`src/rtl/pic8_pkg.sv`:
```
package pic8_pkg;
  typedef enum logic [2:0] {
    CFG_IDLE,
    CFG_BASE,
    CFG_CHAIN,
    CFG_EXT,
    CFG_RUN
  } cfg_state_e;

  localparam int unsigned SEL_BIT  = 4;
  localparam int unsigned TRIG_BIT = 3;
  localparam int unsigned SOLO_BIT = 1;
  localparam int unsigned EXT_BIT  = 0;
  localparam logic [7:0]  EOI_CODE = 8'h20;
endpackage

```
`src/rtl/pic8_cfg.sv`:
```
module pic8_cfg
  import pic8_pkg::*;
#(
  parameter int unsigned N  = 8,
  parameter int unsigned DW = 8,
  localparam int unsigned IW = $clog2(N)
) (
  input  logic          clk,
  input  logic          rst_n,
  input  logic          sel_n,
  input  logic          wr_n,
  input  logic          addr,
  input  logic [DW-1:0] wdata,
  output logic          level_mode,
  output logic [DW-1:0] base,
  output logic [N-1:0]  mask,
  output logic          ready,
  output logic          init_pulse,
  output logic          eoi_pulse
);
  cfg_state_e st;
  logic wr_act, wr_q, wr_fire, solo, ext;

  assign wr_act     = ~sel_n & ~wr_n;
  assign wr_fire    = wr_act & ~wr_q;
  assign init_pulse = wr_fire & ~addr & wdata[SEL_BIT];
  assign eoi_pulse  = wr_fire & ~addr & (st == CFG_RUN) & (wdata == EOI_CODE);
  assign ready      = (st == CFG_RUN);

  always_ff @(posedge clk) begin
    if (!rst_n) begin
      st         <= CFG_IDLE;
      wr_q       <= 1'b0;
      mask       <= '1;
      base       <= '0;
      level_mode <= 1'b0;
      solo       <= 1'b0;
      ext        <= 1'b0;
    end else begin
      wr_q <= wr_act;
      if (init_pulse) begin
        st         <= CFG_BASE;
        mask       <= '0;
        level_mode <= wdata[TRIG_BIT];
        solo       <= wdata[SOLO_BIT];
        ext        <= wdata[EXT_BIT];
      end else if (wr_fire && addr) begin
        case (st)
          CFG_BASE: begin
            base <= {wdata[DW-1:IW], {IW{1'b0}}};
            if (!solo)    st <= CFG_CHAIN;
            else if (ext) st <= CFG_EXT;
            else          st <= CFG_RUN;
          end
          CFG_CHAIN: st <= ext ? CFG_EXT : CFG_RUN;
          CFG_EXT:   st <= CFG_RUN;
          CFG_RUN:   mask <= wdata[N-1:0];
          default:   st <= st;
        endcase
      end
    end
  end
endmodule

```
`src/rtl/pic8_req_latch.sv`:
```
module pic8_req_latch #(
  parameter int unsigned N = 8
) (
  input  logic         clk,
  input  logic         rst_n,
  input  logic [N-1:0] lines,
  input  logic         level_mode,
  input  logic         init_pulse,
  input  logic [N-1:0] ack_clr,
  output logic [N-1:0] req
);
  logic [N-1:0] prev;

  for (genvar g = 0; g < N; g++) begin : g_line
    always_ff @(posedge clk) begin
      if (!rst_n) begin
        prev[g] <= 1'b1;
        req[g]  <= 1'b0;
      end else if (init_pulse) begin
        prev[g] <= 1'b1;
        req[g]  <= 1'b0;
      end else begin
        prev[g] <= lines[g];
        if (level_mode)
          req[g] <= lines[g] & ~ack_clr[g];
        else
          req[g] <= (req[g] | (lines[g] & ~prev[g])) & lines[g] & ~ack_clr[g];
      end
    end
  end
endmodule

```
`src/rtl/pic8_prio.sv`:
```
module pic8_prio #(
  parameter int unsigned N = 8,
  localparam int unsigned IW = $clog2(N)
) (
  input  logic          ready,
  input  logic [N-1:0]  req,
  input  logic [N-1:0]  mask,
  input  logic [N-1:0]  svc,
  output logic          int_req,
  output logic [IW-1:0] win_idx
);
  logic [N-1:0]  pend;
  logic          p_any, s_any;
  logic [IW-1:0] s_idx;

  always_comb begin
    pend    = req & ~mask;
    p_any   = |pend;
    s_any   = |svc;
    win_idx = '0;
    s_idx   = '0;
    for (int i = N - 1; i >= 0; i--) begin
      if (pend[i]) win_idx = IW'(i);
      if (svc[i])  s_idx   = IW'(i);
    end
    int_req = ready & p_any & (~s_any | (win_idx < s_idx));
  end
endmodule

```
`src/rtl/pic8_svc.sv`:
```
module pic8_svc #(
  parameter int unsigned N = 8,
  localparam int unsigned IW = $clog2(N)
) (
  input  logic          clk,
  input  logic          rst_n,
  input  logic          ack_n,
  input  logic          init_pulse,
  input  logic          eoi_pulse,
  input  logic          int_req,
  input  logic [IW-1:0] win_idx,
  output logic [N-1:0]  svc,
  output logic [N-1:0]  ack_clr,
  output logic [IW-1:0] vec,
  output logic          type_drive
);
  logic ack_act, ack_q, ack_fire, phase, drv;
  logic [N-1:0] eoi_bit;

  assign ack_act    = ~ack_n;
  assign ack_fire   = ack_act & ~ack_q;
  assign ack_clr    = (ack_fire & ~phase & int_req) ? (N'(1) << win_idx) : '0;
  assign eoi_bit    = svc & (~svc + N'(1));
  assign type_drive = drv & ack_act;

  always_ff @(posedge clk) begin
    if (!rst_n) begin
      ack_q <= 1'b0;
      phase <= 1'b0;
      drv   <= 1'b0;
      vec   <= '0;
      svc   <= '0;
    end else begin
      ack_q <= ack_act;
      if (init_pulse) begin
        phase <= 1'b0;
        drv   <= 1'b0;
        vec   <= '0;
        svc   <= '0;
      end else begin
        svc <= (svc | ack_clr) & ~(eoi_pulse ? eoi_bit : '0);
        if (ack_fire && !phase) begin
          phase <= 1'b1;
          vec   <= int_req ? win_idx : '1;
        end else if (ack_fire && phase) begin
          phase <= 1'b0;
          drv   <= 1'b1;
        end else if (!ack_act) begin
          drv <= 1'b0;
        end
      end
    end
  end
endmodule

```
`src/rtl/pic8_ctrl.sv`:
```
module pic8_ctrl #(
  parameter int unsigned N  = 8,
  parameter int unsigned DW = 8,
  localparam int unsigned IW = $clog2(N)
) (
  input  logic          clk,
  input  logic          rst_n,
  input  logic          bus_sel_n,
  input  logic          bus_rd_n,
  input  logic          bus_wr_n,
  input  logic          bus_addr,
  input  logic [DW-1:0] bus_wdata,
  output logic [DW-1:0] bus_rdata,
  output logic          bus_rdata_en,
  input  logic [N-1:0]  irq_in,
  output logic          cpu_irq,
  input  logic          ack_n
);
  logic          level_w, ready_w, init_w, eoi_w, drive_w, rd_act;
  logic [DW-1:0] base_w;
  logic [N-1:0]  mask_w, irr_w, isr_w, ack_clr_w;
  logic [IW-1:0] win_w, vec_w;

  pic8_cfg #(.N(N), .DW(DW)) u_cfg (
    .clk(clk), .rst_n(rst_n), .sel_n(bus_sel_n), .wr_n(bus_wr_n),
    .addr(bus_addr), .wdata(bus_wdata), .level_mode(level_w), .base(base_w),
    .mask(mask_w), .ready(ready_w), .init_pulse(init_w), .eoi_pulse(eoi_w)
  );

  pic8_req_latch #(.N(N)) u_req (
    .clk(clk), .rst_n(rst_n), .lines(irq_in), .level_mode(level_w),
    .init_pulse(init_w), .ack_clr(ack_clr_w), .req(irr_w)
  );

  pic8_prio #(.N(N)) u_prio (
    .ready(ready_w), .req(irr_w), .mask(mask_w), .svc(isr_w),
    .int_req(cpu_irq), .win_idx(win_w)
  );

  pic8_svc #(.N(N)) u_svc (
    .clk(clk), .rst_n(rst_n), .ack_n(ack_n), .init_pulse(init_w),
    .eoi_pulse(eoi_w), .int_req(cpu_irq), .win_idx(win_w), .svc(isr_w),
    .ack_clr(ack_clr_w), .vec(vec_w), .type_drive(drive_w)
  );

  assign rd_act       = ~bus_sel_n & ~bus_rd_n;
  assign bus_rdata_en = drive_w | rd_act;

  always_comb begin
    if (drive_w)      bus_rdata = {base_w[DW-1:IW], vec_w};
    else if (rd_act)  bus_rdata = bus_addr ? DW'(mask_w) : DW'(irr_w);
    else              bus_rdata = '0;
  end
endmodule

```
`config.mk`:
```
export PLATFORM = sky130hd
export DESIGN_NAME = pic8_ctrl
export DESIGN_NICKNAME = d
export VERILOG_FILES = /design/src/rtl/pic8_pkg.sv /design/src/rtl/pic8_cfg.sv /design/src/rtl/pic8_req_latch.sv /design/src/rtl/pic8_prio.sv /design/src/rtl/pic8_svc.sv /design/src/rtl/pic8_ctrl.sv
export SDC_FILE = /design/constraint.sdc
export NUM_CORES = 1
export LEC_CHECK = 0
export ABC_CLOCK_PERIOD_IN_PS = 3300
export BUFFER_PORTS_ARGS = -buffer_cell sky130_fd_sc_hd__buf_2
export CAP_MARGIN = 25
export CORE_UTILIZATION = 50
export CTS_CLUSTER_SIZE = 30
export DETAILED_ROUTE_END_ITERATION = 6
export PLACE_DENSITY = 0.78
export SETUP_SLACK_MARGIN = 0.15
export SYNTH_ARGS = -nofsm -noshare
export SYNTH_HDL_FRONTEND = slang
export SYNTH_SLANG_ARGS = --single-unit
```
`constraint.sdc`:
```
create_clock -name clk -period 3.3 [get_ports clk]
set_input_delay 0.66 -clock clk [delete_from_list [all_inputs] [get_ports clk]]
set_output_delay 0.66 -clock clk [all_outputs]
set_load 0.02 [all_outputs]
```
=== Word level (Yosys, flattened, before mapping) ===
Index checks and enable logic that the tools add are counted.

* Memories: 0
* Word-level logic and storage cells: 187
* Memory bits (writable): 0
* Input bits: 23
* ROM bits: 0
* Latch bits: 0
* Register bits after elaboration: 50

* Reduce and logical (&&, ||, !) cells: 18
* Eq/ne operators: 5
* Divide/modulo/power cells: 0
* Magnitude comparators: 1
* $add $sub $neg: 1
* Muxes and demuxes: 42
* Shifts and indexed selects: 1
* Multipliers: 0
* Bitwise gates (word level): 90

{| class="wikitable"
|+ Operator list
! cell !! count
|-
| 8-bit two-way mux || 8
|-
| 3-bit two-way mux || 19
|-
| 1-bit AND || 45
|-
| 1-bit inverter || 28
|-
| 8-bit AND || 3
|-
| 8-bit inverter || 3
|-
| 8-bit OR reduction || 2
|-
| 1-bit two-way mux || 14
|-
| 1-bit OR || 10
|-
| 3-bit one-hot mux with 3 select lines || 1
|-
| 8-bit by 1-bit adder with 8-bit output (second input constant) || 1
|-
| 8-bit by 6-bit == test with 1-bit output (second input constant) || 1
|-
| 8-bit OR || 1
|-
| 2-bit AND reduction || 4
|-
| 2-bit nonzero test || 4
|-
| 1-bit by 3-bit << shifter with 8-bit output (first input constant) || 1
|-
| 3-bit by 2-bit == test with 1-bit output (second input constant) || 2
|-
| 4-bit nonzero test || 1
|-
| 3-bit by 1-bit == test with 1-bit output (second input constant) || 1
|-
| 3-bit == test (second input constant) || 1
|-
| 1-bit logical AND || 3
|-
| 3-bit less-than comparator || 1
|-
| 3-bit AND reduction || 1
|-
| 3-bit nonzero test || 1
|-
| 2 further kinds || 2
|}

=== Logic depth before layout (Yosys ltp) ===
* Depth after elaboration: 18
* Gate-level depth with buffers: 8
* Gate-level depth less buffers: 8

=== By module ===
A second synthesis with hierarchy kept.

* Cell total of the unflattened synthesis: 305
* Area total of the unflattened synthesis: 2692.6 um2

{| class="wikitable"
|+ By module, submodules not included
! module !! area each (um2) !! times used !! cells an instance !! seq. area each (um2)
|-
| pic8_cfg || 909.6 || 1 || 110 || 400.4
|-
| pic8_svc || 645.6 || 1 || 76 || 280.3
|-
| pic8_req_latch || 599.3 || 1 || 45 || 320.3
|-
| pic8_prio || 312.8 || 1 || 45 || 0.0
|-
| pic8_ctrl || 225.2 || 1 || 29 || 0.0
|}

=== Worst setup path before layout ===
No wires, ideal clock.

* Path kind: reg2out
* Start point: register u_svc.svc[0]
* End point: output cpu_irq
* Arrival: 2171 ps
* Cell stages (with the launch flop): 8
* Setup slack: 469 ps
* Data required time: 2640 ps
* Path buffers: 0
* Path through: dfxtp_1 > nor4_4 > or2b_1 > ha_1 > a21boi_0 > o211a_1 > o22ai_1 > and3_1

* Word-level cells in the longest chain between the ends: 4
* Elaborated cells on any way between the ends: 6
* Those cells by class: 1 x order compare; 1 x mux; 3 x bitwise; 1 x reduce/logical

{| class="wikitable"
|+ RTL lines
! what !! RTL line !! text
|-
| start, declared || pic8_svc.sv:12 || <nowiki>output logic [N-1:0] svc,</nowiki>
|-
| start signal, assigned || pic8_svc.sv:41 || <nowiki>svc <= (svc | ack_clr) & ~(eoi_pulse ? eoi_bit : '0);</nowiki>
|-
| 3-bit two-way mux or 8-bit OR reduction (tied branches) || pic8_prio.sv:24, pic8_prio.sv:19 ||
|-
| 3-bit less-than comparator or 1-bit inverter (tied branches) || pic8_prio.sv:26 || <nowiki>int_req = ready & p_any & (~s_any | (win_idx < s_idx));</nowiki>
|-
| 1-bit OR (*) || pic8_prio.sv:26 ||
|-
| 1-bit AND (*) || pic8_prio.sv:26 ||
|-
| end, declared || pic8_ctrl.sv:16 || <nowiki>output logic cpu_irq,</nowiki>
|}

Every way passes the cells marked *; elsewhere a longest branch is shown, timed or not.

=== Worst setup path after layout ===
* Start point: register u_cfg.mask[0]
* End point: output cpu_irq

* Word-level cells in the longest chain between the ends: 6
* Elaborated cells on any way between the ends: 8
* Those cells by class: 1 x order compare; 1 x mux; 5 x bitwise; 1 x reduce/logical

{| class="wikitable"
|+ RTL lines
! what !! RTL line !! text
|-
| start, declared || pic8_cfg.sv:16 || <nowiki>output logic [N-1:0] mask,</nowiki>
|-
| start signal, assigned || pic8_cfg.sv:57 || <nowiki>CFG_RUN: mask <= wdata[N-1:0];</nowiki>
|-
| 8-bit inverter (*) || pic8_prio.sv:17 || <nowiki>pend = req & ~mask;</nowiki>
|-
| 8-bit AND (*) || pic8_prio.sv:17 ||
|-
| 3-bit two-way mux || pic8_prio.sv:23 || <nowiki>if (pend[i]) win_idx = IW'(i);</nowiki>
|-
| 3-bit less-than comparator || pic8_prio.sv:26 ||
|-
| 1-bit OR || pic8_prio.sv:26 ||
|-
| 1-bit AND (*) || pic8_prio.sv:26 ||
|}

Marked as above.

==> flow_summary.json <==
{
  "status": "finished, final reports clean",
  "synth_edf_count": 0,
  "die-area_sq_mm": 0.00544,
  "pwr-share-clk": 0.334,
  "cp_slowest_cell": "dfxtp_1",
  "drt_iter0_drc": 178,
  "grt_pass1_wl_microns": 10100,
  "crit_chain": "nand2b_2 > nand4_1 > nor2b_2 > ha_4 > a21boi_2 > o211a_1 > o22ai_2 > and3_1 > buf_2",
  "post-synth-top-area-cell": "dfxtp_1",
  "fmaxAchievable_mhz": 331,
  "rsz0062_at_grt": "no",
  "max_slew_margin": 0.513,
  "grt_pass1_vias": 2122,
  "io_pins": 33,
  "slew_violations": 0,
  "maxCapViolCount": 0,
  "cts_tree": "built",
  "antenna_found_initial": 0,
  "fin_skew_ns": 0.0120,
  "power.density_mw_per_mm2": 383,
  "wl_per_cell_microns": 15.9,
  "finalCriticalPeriod_ns": 3.02,
  "irDropWorstVdd_mv": 0.159,
  "globalplace.congestion": 0.920,
  "grt_usage": 0.245,
  "ys_warn_count": 0,
  "root_buffer": "clkbuf_8",
  "fin_total_pwr_uw": 1130,
  "dpl.hpwl_microns": 4670,
  "ys.flop_type": "dfxtp_1",
  "setup_violations": 0,
  "synth_top_area_frac": 0.389,
  "async_flop_share": 0,
  "hold_start": "u_cfg.solo$_SDFFE_PN0P_",
  "worstPathRequired_ns": 2.64,
  "cellLeakagePower_uw": 0.00118,
  "ff_latch_area_sq_mm": 0.00100,
  "combinationalPowerShare": 0.100,
  "syn-instance-count": 294,
  "fillers": 440,
  "synth_area_leaders": "dfxtp_1 39%, mux2i_1 5.1%, nand2_1 5.0%, nand2b_1 3.9%, nor2b_1 3.6%",
  "startpoint": "u_cfg.mask[0]$_SDFFE_PN1P_",
  "crit_family": "simple AND/OR/NAND/NOR gates",
  "multi_input_area_sq_mm": 0.00153,
  "hold_viol": 0,
  "vias": 2320,
  "min_path_type": "flip-flop to flip-flop",
  "wl_microns": 6320,
  "worst_pin_slew_ns": 0.730,
  "max_stage_delay_ns": 0.36,
  "clk_path_buf_depth": 2,
  "drtPass1Iterations": 4,
  "endpoint_kind": "output port",
  "finalSetupTns_ns": 0,
  "overflow": 0,
  "syn_nets": 318,
  "cts-hold-fix-buffers": 0,
  "clk_latency_ns": 0.31,
  "pwr-share-seq": 0.566,
  "num_antenna_cells": 0,
  "crit_buf_inv": 1,
  "sw_frac_of_total": 0.254,
  "initial_core_util": 0.531,
  "syn_area_sq_mm": 0.00258,
  "coreArea_sq_mm": 0.00485,
  "ant_nets": 0,
  "die_h_microns": 73.8,
  "holdWs_ns": 0.498,
  "fin_crit_sh": 0.916,
  "reg2reg_from": "u_cfg.mask[0]$_SDFFE_PN1P_",
  "yosysSeqAreaShare": 0.389,
  "grt_max_degree": 22,
  "rows": 25,
  "critPathKind": "flip-flop to output port",
  "io_buffers": 32,
  "cts.clk_slew.worst_paths_ns": 0.10,
  "synth-seq-cells": 50,
  "syn2layout_area_growth_pct": 14.3,
  "postSynthAreaPerCell_sq_um": 8.76,
  "layout_commonest_cell": "dfxtp_1",
  "cts.sinks": 50,
  "fin_nets": 354,
  "crit_arrival_ns": 2.36,
  "die_width_microns": 73.8,
  "drive_gt1_frac": 0.205,
  "post-route-drc-count": 0,
  "drt-vias-per-instance": 5.83,
  "htreeDepth": 2,
  "start_kind": "flip-flop",
  "intPower_uw": 841,
  "yosysUniqueCellTypes": 54,
  "p_sw_uw": 287,
  "final_cell_mix": "50 x dfxtp_1, 34 x nand2_1, 32 x buf_2, 18 x o21ai_0, 18 x nor2_1",
  "worstPathMaxFanout": 6,
  "numCtsBuffers": 5
}
==> Yosys cell counts (6+ instances only) <==
cell      count
nand3_1      13
mux2i_1      13
a31oi_1       6
a22oi_1       8
nor2b_1      15
dfxtp_1      50
nand4_1       8
nand2b_1     16
nor2_1       18
nand2_1      34
o21ai_0      18
a21oi_1      10
==> worst paths after layout <==
path	end	slack [ns]	depth (start not counted)
worst max register to register	u_svc.svc[3]$_SDFF_PP0_	0.85	9
worst min register to register	u_cfg.solo$_SDFFE_PN0P_	0.50	2
worst max-delay path	cpu_irq	0.28	9
worst min-delay path	u_cfg.solo$_SDFFE_PN0P_	0.50	2
==> power groups by stage <==
stage	logic [uW]	clock network (uW)	registers, uW
floorplan	75.3	0	647
global placement	109	0	651
detailed placement	110	0	652
CTS	111	379	638
global route	124	406	641
finish	113	376	639
==> metal layers <==
layer | global-route usage | part of all wire | vias up
li1 | - | - | 1140
met1 | 0.320 | 0.47 | 1084
met2 | 0.414 | 0.46 | 83
met3 | 0.0357 | 0.050 | 13
met4 | 0.0791 | 0.021 | 0
met5 | 0 | 0 | -
==> worst reg2reg max path: cells and delay by family, from the launching register on <==
family                     cells  cell delay [ns]
DFF                            1             0.36
and+or+nand+nor                5             1.11
buffers and inverters          1             0.17
adders and majority gates      1             0.25
AOI/OAI and AO/OA              2             0.47
==> registers in the layout, indices dropped and copies added, names as in the netlist <==
register	cells
u_cfg.base	5
u_cfg.solo	1
u_req.req	8
u_svc.ack_q	1
u_svc.svc	8
u_svc.phase	1
u_cfg.mask	8
u_cfg.level_mode	1
u_svc.drv	1
u_req.prev	8
u_cfg.ext	1
u_svc.vec	3
u_cfg.wr_q	1
u_cfg.st	3
==> logic make-up (layout without fill, tap and decap cells) <==
| group | Yosys count | count (layout) | synth area share |
|---|---|---|---|
| compound gates | 70 | 70 | 0.190 |
| xor+xnor | 1 | 1 | 0.00340 |
| fa+ha+maj | 1 | 1 | 0.00486 |
| buf+inv | 16 | 53 | 0.0335 |
| flops | 50 | 50 | 0.389 |
| mux | 13 | 13 | 0.0505 |
| simple gates | 143 | 143 | 0.329 |
==> area by class of cell <==
class	instances	area share
Clock buffer	6	0.0280
Clock inverter	2	0.00425
Inverter	5	0.00637
Multi-Input combinational cell	228	0.518
Sequential cell	50	0.340
Tap cell	67	0.0285
Timing Repair Buffer	40	0.0748
==> through the flow <==
| step | util | setup WS [ns] | area, sq um | instances |
|---|---|---|---|---|
| after floorplan | - | 0.469 | 2580 | 294 |
| after global placement | 0.575 | 0.468 | 2790 | 387 |
| after detailed placement | 0.575 | 0.413 | 2790 | 387 |
| after CTS | 0.598 | 0.163 | 2900 | 396 |
| after global routing | 0.607 | 0.103 | 2950 | 398 |
| final | 0.607 | 0.277 | 2950 | 398 |
==> timing repair <==
item	CTS	global route
endpoints found under the setup margin	1	1
buffers inserted	1	2
pin swaps	1	1
resized for setup	4	5
Power figures use the tool's default switching activity.
